### config.mk
export PLATFORM = sky130hd
export DESIGN_NAME = sram_wait_seq
export DESIGN_NICKNAME = d
export VERILOG_FILES = /design/src/rtl/sram_ws_pkg.sv /design/src/rtl/sram_ws_cfg.sv /design/src/rtl/sram_ws_select.sv /design/src/rtl/sram_ws_fsm.sv /design/src/rtl/sram_ws_bus.sv /design/src/rtl/sram_wait_seq.sv
export SDC_FILE = /design/constraint.sdc
export NUM_CORES = 1
export LEC_CHECK = 0
export ABC_AREA = 0
export BUFFER_PORTS_ARGS = -buffer_cell sky130_fd_sc_hd__buf_4
export CORE_MARGIN = 10
export CORE_UTILIZATION = 59
export DETAILED_ROUTE_END_ITERATION = 10
export PLACE_DENSITY = 0.83
export SLEW_MARGIN = 15
export SYNTH_ARGS = -nofsm -noshare
export SYNTH_HDL_FRONTEND = slang
export SYNTH_SLANG_ARGS = --single-unit
### constraint.sdc
create_clock -name clk_i -period 5.6 [get_ports clk_i]
set_input_delay 0.28 -clock clk_i [delete_from_list [all_inputs] [get_ports clk_i]]
set_output_delay 0.28 -clock clk_i [all_outputs]
set_load 0.02 [all_outputs]
### src/rtl/sram_ws_pkg.sv
package sram_ws_pkg;
  typedef enum logic [1:0] {
    ST_IDLE = 2'd0,
    ST_WGNT = 2'd1,
    ST_ACC  = 2'd2,
    ST_TRL  = 2'd3
  } seq_state_e;
endpackage

### src/rtl/sram_ws_cfg.sv
module sram_ws_cfg #(
  parameter int CFG_W = 12,
  parameter logic [CFG_W-1:0] RST_VAL = '1
) (
  input  logic             clk_i,
  input  logic             rst_ni,
  input  logic             we_i,
  input  logic [CFG_W-1:0] wdata_i,
  output logic [CFG_W-1:0] cfg_o
);
  logic [CFG_W-1:0] cfg_q;

  always_ff @(posedge clk_i or negedge rst_ni) begin
    if (!rst_ni)   cfg_q <= RST_VAL;
    else if (we_i) cfg_q <= wdata_i;
  end

  assign cfg_o = cfg_q;
endmodule

### src/rtl/sram_ws_select.sv
module sram_ws_select #(
  parameter int DEF_W      = 5,
  parameter int AREA_W     = 3,
  parameter int NUM_AREAS  = 2,
  parameter int CFG_W      = DEF_W + NUM_AREAS*AREA_W + 1,
  parameter int SEL_W      = 2,
  parameter int CNT_W      = 5,
  parameter int TRAIL1_MIN = 4,
  parameter int TRAIL2_MIN = 8
) (
  input  logic [CFG_W-1:0] cfg_i,
  input  logic [SEL_W-1:0] area_sel_i,
  output logic [CNT_W-1:0] ws_o,
  output logic [1:0]       trail_o
);
  localparam logic [CNT_W-1:0] T1 = CNT_W'(TRAIL1_MIN);
  localparam logic [CNT_W-1:0] T2 = CNT_W'(TRAIL2_MIN);

  logic [CNT_W-1:0] area_ws [NUM_AREAS];
  logic [CNT_W-1:0] raw_ws;

  for (genvar g = 0; g < NUM_AREAS; g++) begin : g_area
    assign area_ws[g] = CNT_W'(cfg_i[DEF_W + g*AREA_W +: AREA_W]);
  end

  always_comb begin
    raw_ws = CNT_W'(cfg_i[DEF_W-1:0]);
    for (int i = 0; i < NUM_AREAS; i++) begin
      if (area_sel_i == SEL_W'(i + 1)) raw_ws = area_ws[i];
    end
  end

  // zero is not a legal SRAM setting: run it as one wait state
  assign ws_o = (raw_ws == '0) ? CNT_W'(1) : raw_ws;

  always_comb begin
    if (ws_o >= T2)      trail_o = 2'd2;
    else if (ws_o >= T1) trail_o = 2'd1;
    else                 trail_o = 2'd0;
  end
endmodule

### src/rtl/sram_ws_fsm.sv
module sram_ws_fsm
  import sram_ws_pkg::*;
#(
  parameter int CNT_W = 5
) (
  input  logic             clk_i,
  input  logic             rst_ni,
  input  logic             acc_req_i,
  input  logic             bus_grant_i,
  input  logic [CNT_W-1:0] ws_i,
  input  logic [1:0]       trail_i,
  output logic             cs_o,
  output logic             ready_o,
  output logic             hold_o,
  output logic             busy_o
);
  seq_state_e       state_q;
  logic [CNT_W-1:0] cnt_q;
  logic [CNT_W-1:0] ws_q;
  logic [1:0]       trail_q;

  always_ff @(posedge clk_i or negedge rst_ni) begin
    if (!rst_ni) begin
      state_q <= ST_IDLE;
      cnt_q   <= '0;
      ws_q    <= '0;
      trail_q <= '0;
    end else begin
      unique case (state_q)
        ST_IDLE: if (acc_req_i) begin
          ws_q    <= ws_i;
          trail_q <= trail_i;
          if (bus_grant_i) begin
            state_q <= ST_ACC;
            cnt_q   <= ws_i;
          end else begin
            state_q <= ST_WGNT;
          end
        end
        ST_WGNT: if (bus_grant_i) begin
          state_q <= ST_ACC;
          cnt_q   <= ws_q;
        end
        ST_ACC: begin
          if (cnt_q == '0) begin
            if (trail_q != 2'd0) begin
              state_q <= ST_TRL;
              cnt_q   <= CNT_W'(trail_q - 2'd1);
            end else begin
              state_q <= ST_IDLE;
            end
          end else begin
            cnt_q <= cnt_q - CNT_W'(1);
          end
        end
        ST_TRL: begin
          if (cnt_q == '0) state_q <= ST_IDLE;
          else             cnt_q   <= cnt_q - CNT_W'(1);
        end
        default: state_q <= ST_IDLE;
      endcase
    end
  end

  assign cs_o    = (state_q == ST_ACC);
  assign ready_o = (state_q == ST_ACC) && (cnt_q == '0);
  assign hold_o  = (state_q == ST_TRL);
  assign busy_o  = (state_q != ST_IDLE);

  // ready closes the chip-select window
  p_ready_ends_cs_r3: assert property (@(posedge clk_i) disable iff (!rst_ni)
    ready_o |=> !cs_o);
  // an access never starts with a zero count
  p_ws_nonzero_r4: assert property (@(posedge clk_i) disable iff (!rst_ni)
    $rose(cs_o) |-> (cnt_q != '0));
  // trailing states follow the ready pulse directly
  p_trail_after_ready_r5: assert property (@(posedge clk_i) disable iff (!rst_ni)
    $rose(hold_o) |-> $past(ready_o));
  // captured field stays put for the whole access
  p_ws_stable_r7: assert property (@(posedge clk_i) disable iff (!rst_ni)
    (cs_o && $past(cs_o)) |-> $stable(ws_q));
  // chip select only after a seen grant
  p_start_on_grant_r9: assert property (@(posedge clk_i) disable iff (!rst_ni)
    $rose(cs_o) |-> $past(bus_grant_i));
endmodule

### src/rtl/sram_ws_bus.sv
module sram_ws_bus (
  input  logic clk_i,
  input  logic rst_ni,
  input  logic hold_req_i,
  input  logic busy_i,
  input  logic bus_grant_i,
  output logic bus_req_o,
  output logic bus_owner_o
);
  logic owner_q;

  always_ff @(posedge clk_i or negedge rst_ni) begin
    if (!rst_ni) owner_q <= 1'b0;
    else         owner_q <= bus_grant_i;
  end

  assign bus_req_o   = hold_req_i | busy_i;
  assign bus_owner_o = owner_q;
endmodule

### src/rtl/sram_wait_seq.sv
module sram_wait_seq #(
  parameter int DEF_W      = 5,
  parameter int AREA_W     = 3,
  parameter int NUM_AREAS  = 2,
  parameter int TRAIL1_MIN = 4,
  parameter int TRAIL2_MIN = 8,
  parameter int CFG_W      = DEF_W + NUM_AREAS*AREA_W + 1,
  parameter int SEL_W      = $clog2(NUM_AREAS + 1)
) (
  input  logic             clk_i,
  input  logic             rst_ni,
  input  logic             cfg_we_i,
  input  logic [CFG_W-1:0] cfg_wdata_i,
  input  logic             acc_req_i,
  input  logic [SEL_W-1:0] area_sel_i,
  input  logic             bus_grant_i,
  output logic             cs_o,
  output logic             ready_o,
  output logic             hold_o,
  output logic             busy_o,
  output logic             bus_req_o,
  output logic             bus_owner_o
);
  localparam int CNT_W    = (DEF_W > AREA_W) ? DEF_W : AREA_W;
  localparam int HOLD_BIT = CFG_W - 1;
  localparam logic [CFG_W-1:0] CFG_RST = {1'b0, {(CFG_W-1){1'b1}}};

  logic [CFG_W-1:0] cfg;
  logic [CNT_W-1:0] sel_ws;
  logic [1:0]       sel_trail;

  sram_ws_cfg #(.CFG_W(CFG_W), .RST_VAL(CFG_RST)) u_cfg (
    .clk_i   (clk_i),
    .rst_ni  (rst_ni),
    .we_i    (cfg_we_i),
    .wdata_i (cfg_wdata_i),
    .cfg_o   (cfg)
  );

  sram_ws_select #(
    .DEF_W(DEF_W), .AREA_W(AREA_W), .NUM_AREAS(NUM_AREAS), .CFG_W(CFG_W),
    .SEL_W(SEL_W), .CNT_W(CNT_W), .TRAIL1_MIN(TRAIL1_MIN), .TRAIL2_MIN(TRAIL2_MIN)
  ) u_sel (
    .cfg_i      (cfg),
    .area_sel_i (area_sel_i),
    .ws_o       (sel_ws),
    .trail_o    (sel_trail)
  );

  sram_ws_fsm #(.CNT_W(CNT_W)) u_fsm (
    .clk_i       (clk_i),
    .rst_ni      (rst_ni),
    .acc_req_i   (acc_req_i),
    .bus_grant_i (bus_grant_i),
    .ws_i        (sel_ws),
    .trail_i     (sel_trail),
    .cs_o        (cs_o),
    .ready_o     (ready_o),
    .hold_o      (hold_o),
    .busy_o      (busy_o)
  );

  sram_ws_bus u_bus (
    .clk_i       (clk_i),
    .rst_ni      (rst_ni),
    .hold_req_i  (cfg[HOLD_BIT]),
    .busy_i      (busy_o),
    .bus_grant_i (bus_grant_i),
    .bus_req_o   (bus_req_o),
    .bus_owner_o (bus_owner_o)
  );

  // request covers every active phase
  p_req_in_access_r8: assert property (@(posedge clk_i) disable iff (!rst_ni)
    (cs_o || hold_o) |-> bus_req_o);
  // hold and chip select never overlap
  p_hold_excl_cs_r5: assert property (@(posedge clk_i) disable iff (!rst_ni)
    !(hold_o && cs_o));
endmodule

==> results.json <==
{
  "grt_pass1_wl_mm": 5.06,
  "synth-seq-cells": 27,
  "cp.arrival_ns": 2.07,
  "leakagePower_nw": 0.715,
  "area_delta_synth_final_pct": 14.3,
  "crit_type": "reg2out",
  "dpl_worst_slack_ns": 3.32,
  "place.gp.congestion": 0.789,
  "grt_setup_unrepaired": "no",
  "hp-class": "in2reg",
  "drc_errors": 0,
  "synth_top_area_cell": "dfrtp_1",
  "critPathSlowestCell": "or4b_1",
  "htree_levels": 1,
  "cts.path.max_buffers": 2,
  "seq_area_frac_synth": 0.470,
  "fin_area_mm2": 0.00168,
  "final.setup.tns_ns": 0,
  "dp_cells": 184,
  "hold_viol": 0,
  "final_antenna_net_count": 0,
  "cp_data_required_time_ns": 5.32,
  "whs_ns": 0.0744,
  "ys.flop_type": "dfrtp_1",
  "die_y_um": 69.9,
  "antenna_found_initial": 0,
  "num_antenna_cells": 0,
  "start_kind": "register",
  "netlist_top_cells_area": "dfrtp_1 27%, dfstp_2 20%, mux2_2 11%",
  "port_buffers": 24,
  "fin_util": 0.689,
  "layout_worst_path_cycle_share": 0.420,
  "cap_violations": 0,
  "cp-end-kind": "primary output",
  "ys_warn_count": 0,
  "routed_wl_mm": 2.95,
  "cts.repair.resized": 0,
  "avgSynthCellArea_um2": 10.6,
  "clock_sinks": 27,
  "run_status": "finished clean",
  "first_pass_iters": 4,
  "total_power_mw": 0.733,
  "initial_core_util": 0.603,
  "fmax_ghz": 0.426,
  "vias": 1100,
  "crit_chain": "inv_1, ha_1, or4b_1, nor3_1, buf_4",
  "clk_latency_ns": 0.33,
  "cpPeakStageDelay_ns": 0.64,
  "synthArstFlopShare": 1.00,
  "pin_count": 25,
  "fin_ws_ns": 3.25,
  "synth.distinct_cells": 43,
  "synth_top_area_share": 0.273,
  "synthCells": 138,
  "fin_crit_ns": 2.35,
  "final_max_slew_viol_count": 0,
  "synth_edf_count": 0,
  "die_w_um": 69.9,
  "finClkSkew_ns": 0.00655,
  "post-synth-top-count-cell": "dfrtp_1",
  "synthTopCellsByCount": "16 x dfrtp_1, 14 x mux2_2, 13 x nand2_1, 12 x o21ai_0, 11 x dfstp_2",
  "gr-usage-all-layers": 0.122,
  "setup_viol": 0,
  "fp.coreArea_mm2": 0.00243,
  "drive_above_1_share": 0.377,
  "worst_slew_pin_slew_ns": 0.740,
  "synthesis.nets": 160,
  "powerDensity_mw_per_mm2": 437,
  "drt-vias-per-instance": 5.82,
  "tritoncts": "done",
  "grt_pass1_vias": 1134,
  "root_buffer": "clkbuf_4",
  "grt_max_degree": 28,
  "fin_cells": 189,
  "wire_per_inst_um": 15.6,
  "cp_max_fo": 9,
  "syn_area_mm2": 0.00147,
  "fp-row-count": 18,
  "dpl.hpwl_mm": 2.24,
  "detail_route.iter0.violations": 80,
  "clkTransAtPathRegs_ns": 0.15,
  "post_dp_cell_area_mm2": 0.00164,
  "gr-total-overflow": 0,
  "peakVddDrop_uv": 258,
  "dieArea_mm2": 0.00488,
  "postCtsSetupBuffers": 0,
  "final_nets": 182,
  "slew_headroom": 0.507,
  "cts_made_buffers": 3
}
==> final timing paths <==
check | cells after the start | endpoint | slack, ns | from
worst max-delay path | 5 | ready_o | 3.25 | u_fsm.cnt_q[0]$_DFFE_PN0P_
worst min-delay path | 1 | u_bus.bus_owner_o$_DFF_PN0_ | 0.07 | bus_grant_i
worst max register to register | 6 | u_fsm.cnt_q[4]$_DFFE_PN0P_ | 3.31 | u_fsm.cnt_q[0]$_DFFE_PN0P_
worst min register to register | 2 | u_fsm.ws_q[2]$_DFFE_PN0P_ | 0.50 | u_fsm.ws_q[2]$_DFFE_PN0P_
max in group asynchronous | 2 | u_cfg.cfg_o[6]$_DFFE_PN1P_ | 4.93 | rst_ni
min in group asynchronous | 2 | u_fsm.state_q[0]$_DFFE_PN0P_ | 0.37 | rst_ni
==> critical path, delay by kind of cell (launching register included) <==
| kind | cells | cell delay (ns) |
|---|---|---|
| simple gates | 2 | 0.85 |
| flops | 1 | 0.44 |
| buf+inv | 2 | 0.27 |
| fa+ha+maj | 1 | 0.18 |
==> layer usage <==
metal | global-route usage | routed length [um] | part of all wire
met1 | 0.141 | 1250 | 0.42
met3 | 0.0297 | 147 | 0.050
met4 | 0.0482 | 55 | 0.019
met2 | 0.209 | 1500 | 0.51
met5 | 0 | 0 | 0
==> layout by cell type, fill, tap and decap left out, types with 2 or more instances in the layout <==
master	count
a221oi_1	2
clkbuf_4	3
buf_4	24
nand3_1	2
nor2_1	6
mux2_2	14
mux2i_1	6
a21oi_1	6
dfrtp_1	16
nor3_1	6
ha_1	3
nand2_1	13
inv_1	5
o21a_1	3
dfstp_2	11
o21ai_0	12
==> what timing repair did <==
action | 4_1_cts | 5_1_grt
setup endpoints to repair | 0 | 0
hold endpoints to repair | 16 | 0
hold buffers | 1 | 0
==> layout make-up <==
| class | instances | area [um^2] |
|---|---|---|
| well taps | 30 | 37.5 |
| fillers | 189 | 756 |
| clock buffers | 3 | 22.5 |
| flip-flops and latches | 27 | 689 |
| inverters | 7 | 26.3 |
| multi-input cells | 96 | 703 |
| repair buffers | 25 | 190 |
| clock inverters | 1 | 7.51 |
==> cells by family (layout without fill, tap and decap cells) <==
group,after synthesis,count (layout),share of synthesized area
xor gates and xnor gates,2,2,0.0119
AOI/OAI and AO/OA,33,33,0.160
and+or+nand+nor,37,37,0.124
DFF,27,27,0.470
adders and majority gates,3,3,0.0256
buffers and inverters,15,36,0.0503
muxes,21,21,0.159
==> state kept, by name (all words and copies together), names as in the netlist <==
| signal | count |
|---|---|
| u_cfg.cfg_o | 12 |
| u_fsm.trail_q | 2 |
| u_fsm.ws_q | 5 |
| u_fsm.cnt_q | 5 |
| u_bus.bus_owner_o | 1 |
| u_fsm.state_q | 2 |
==> where the power goes <==
| group | internal (mW) | total [mW] | switching (mW) |
|---|---|---|---|
| Clock | 0.0274 | 0.0893 | 0.0619 |
| Combinational | 0.152 | 0.320 | 0.168 |
| Sequential | 0.257 | 0.323 | 0.0658 |
| Total | 0.437 | 0.733 | 0.296 |
Note: power is estimated with default switching activity, not from simulation.
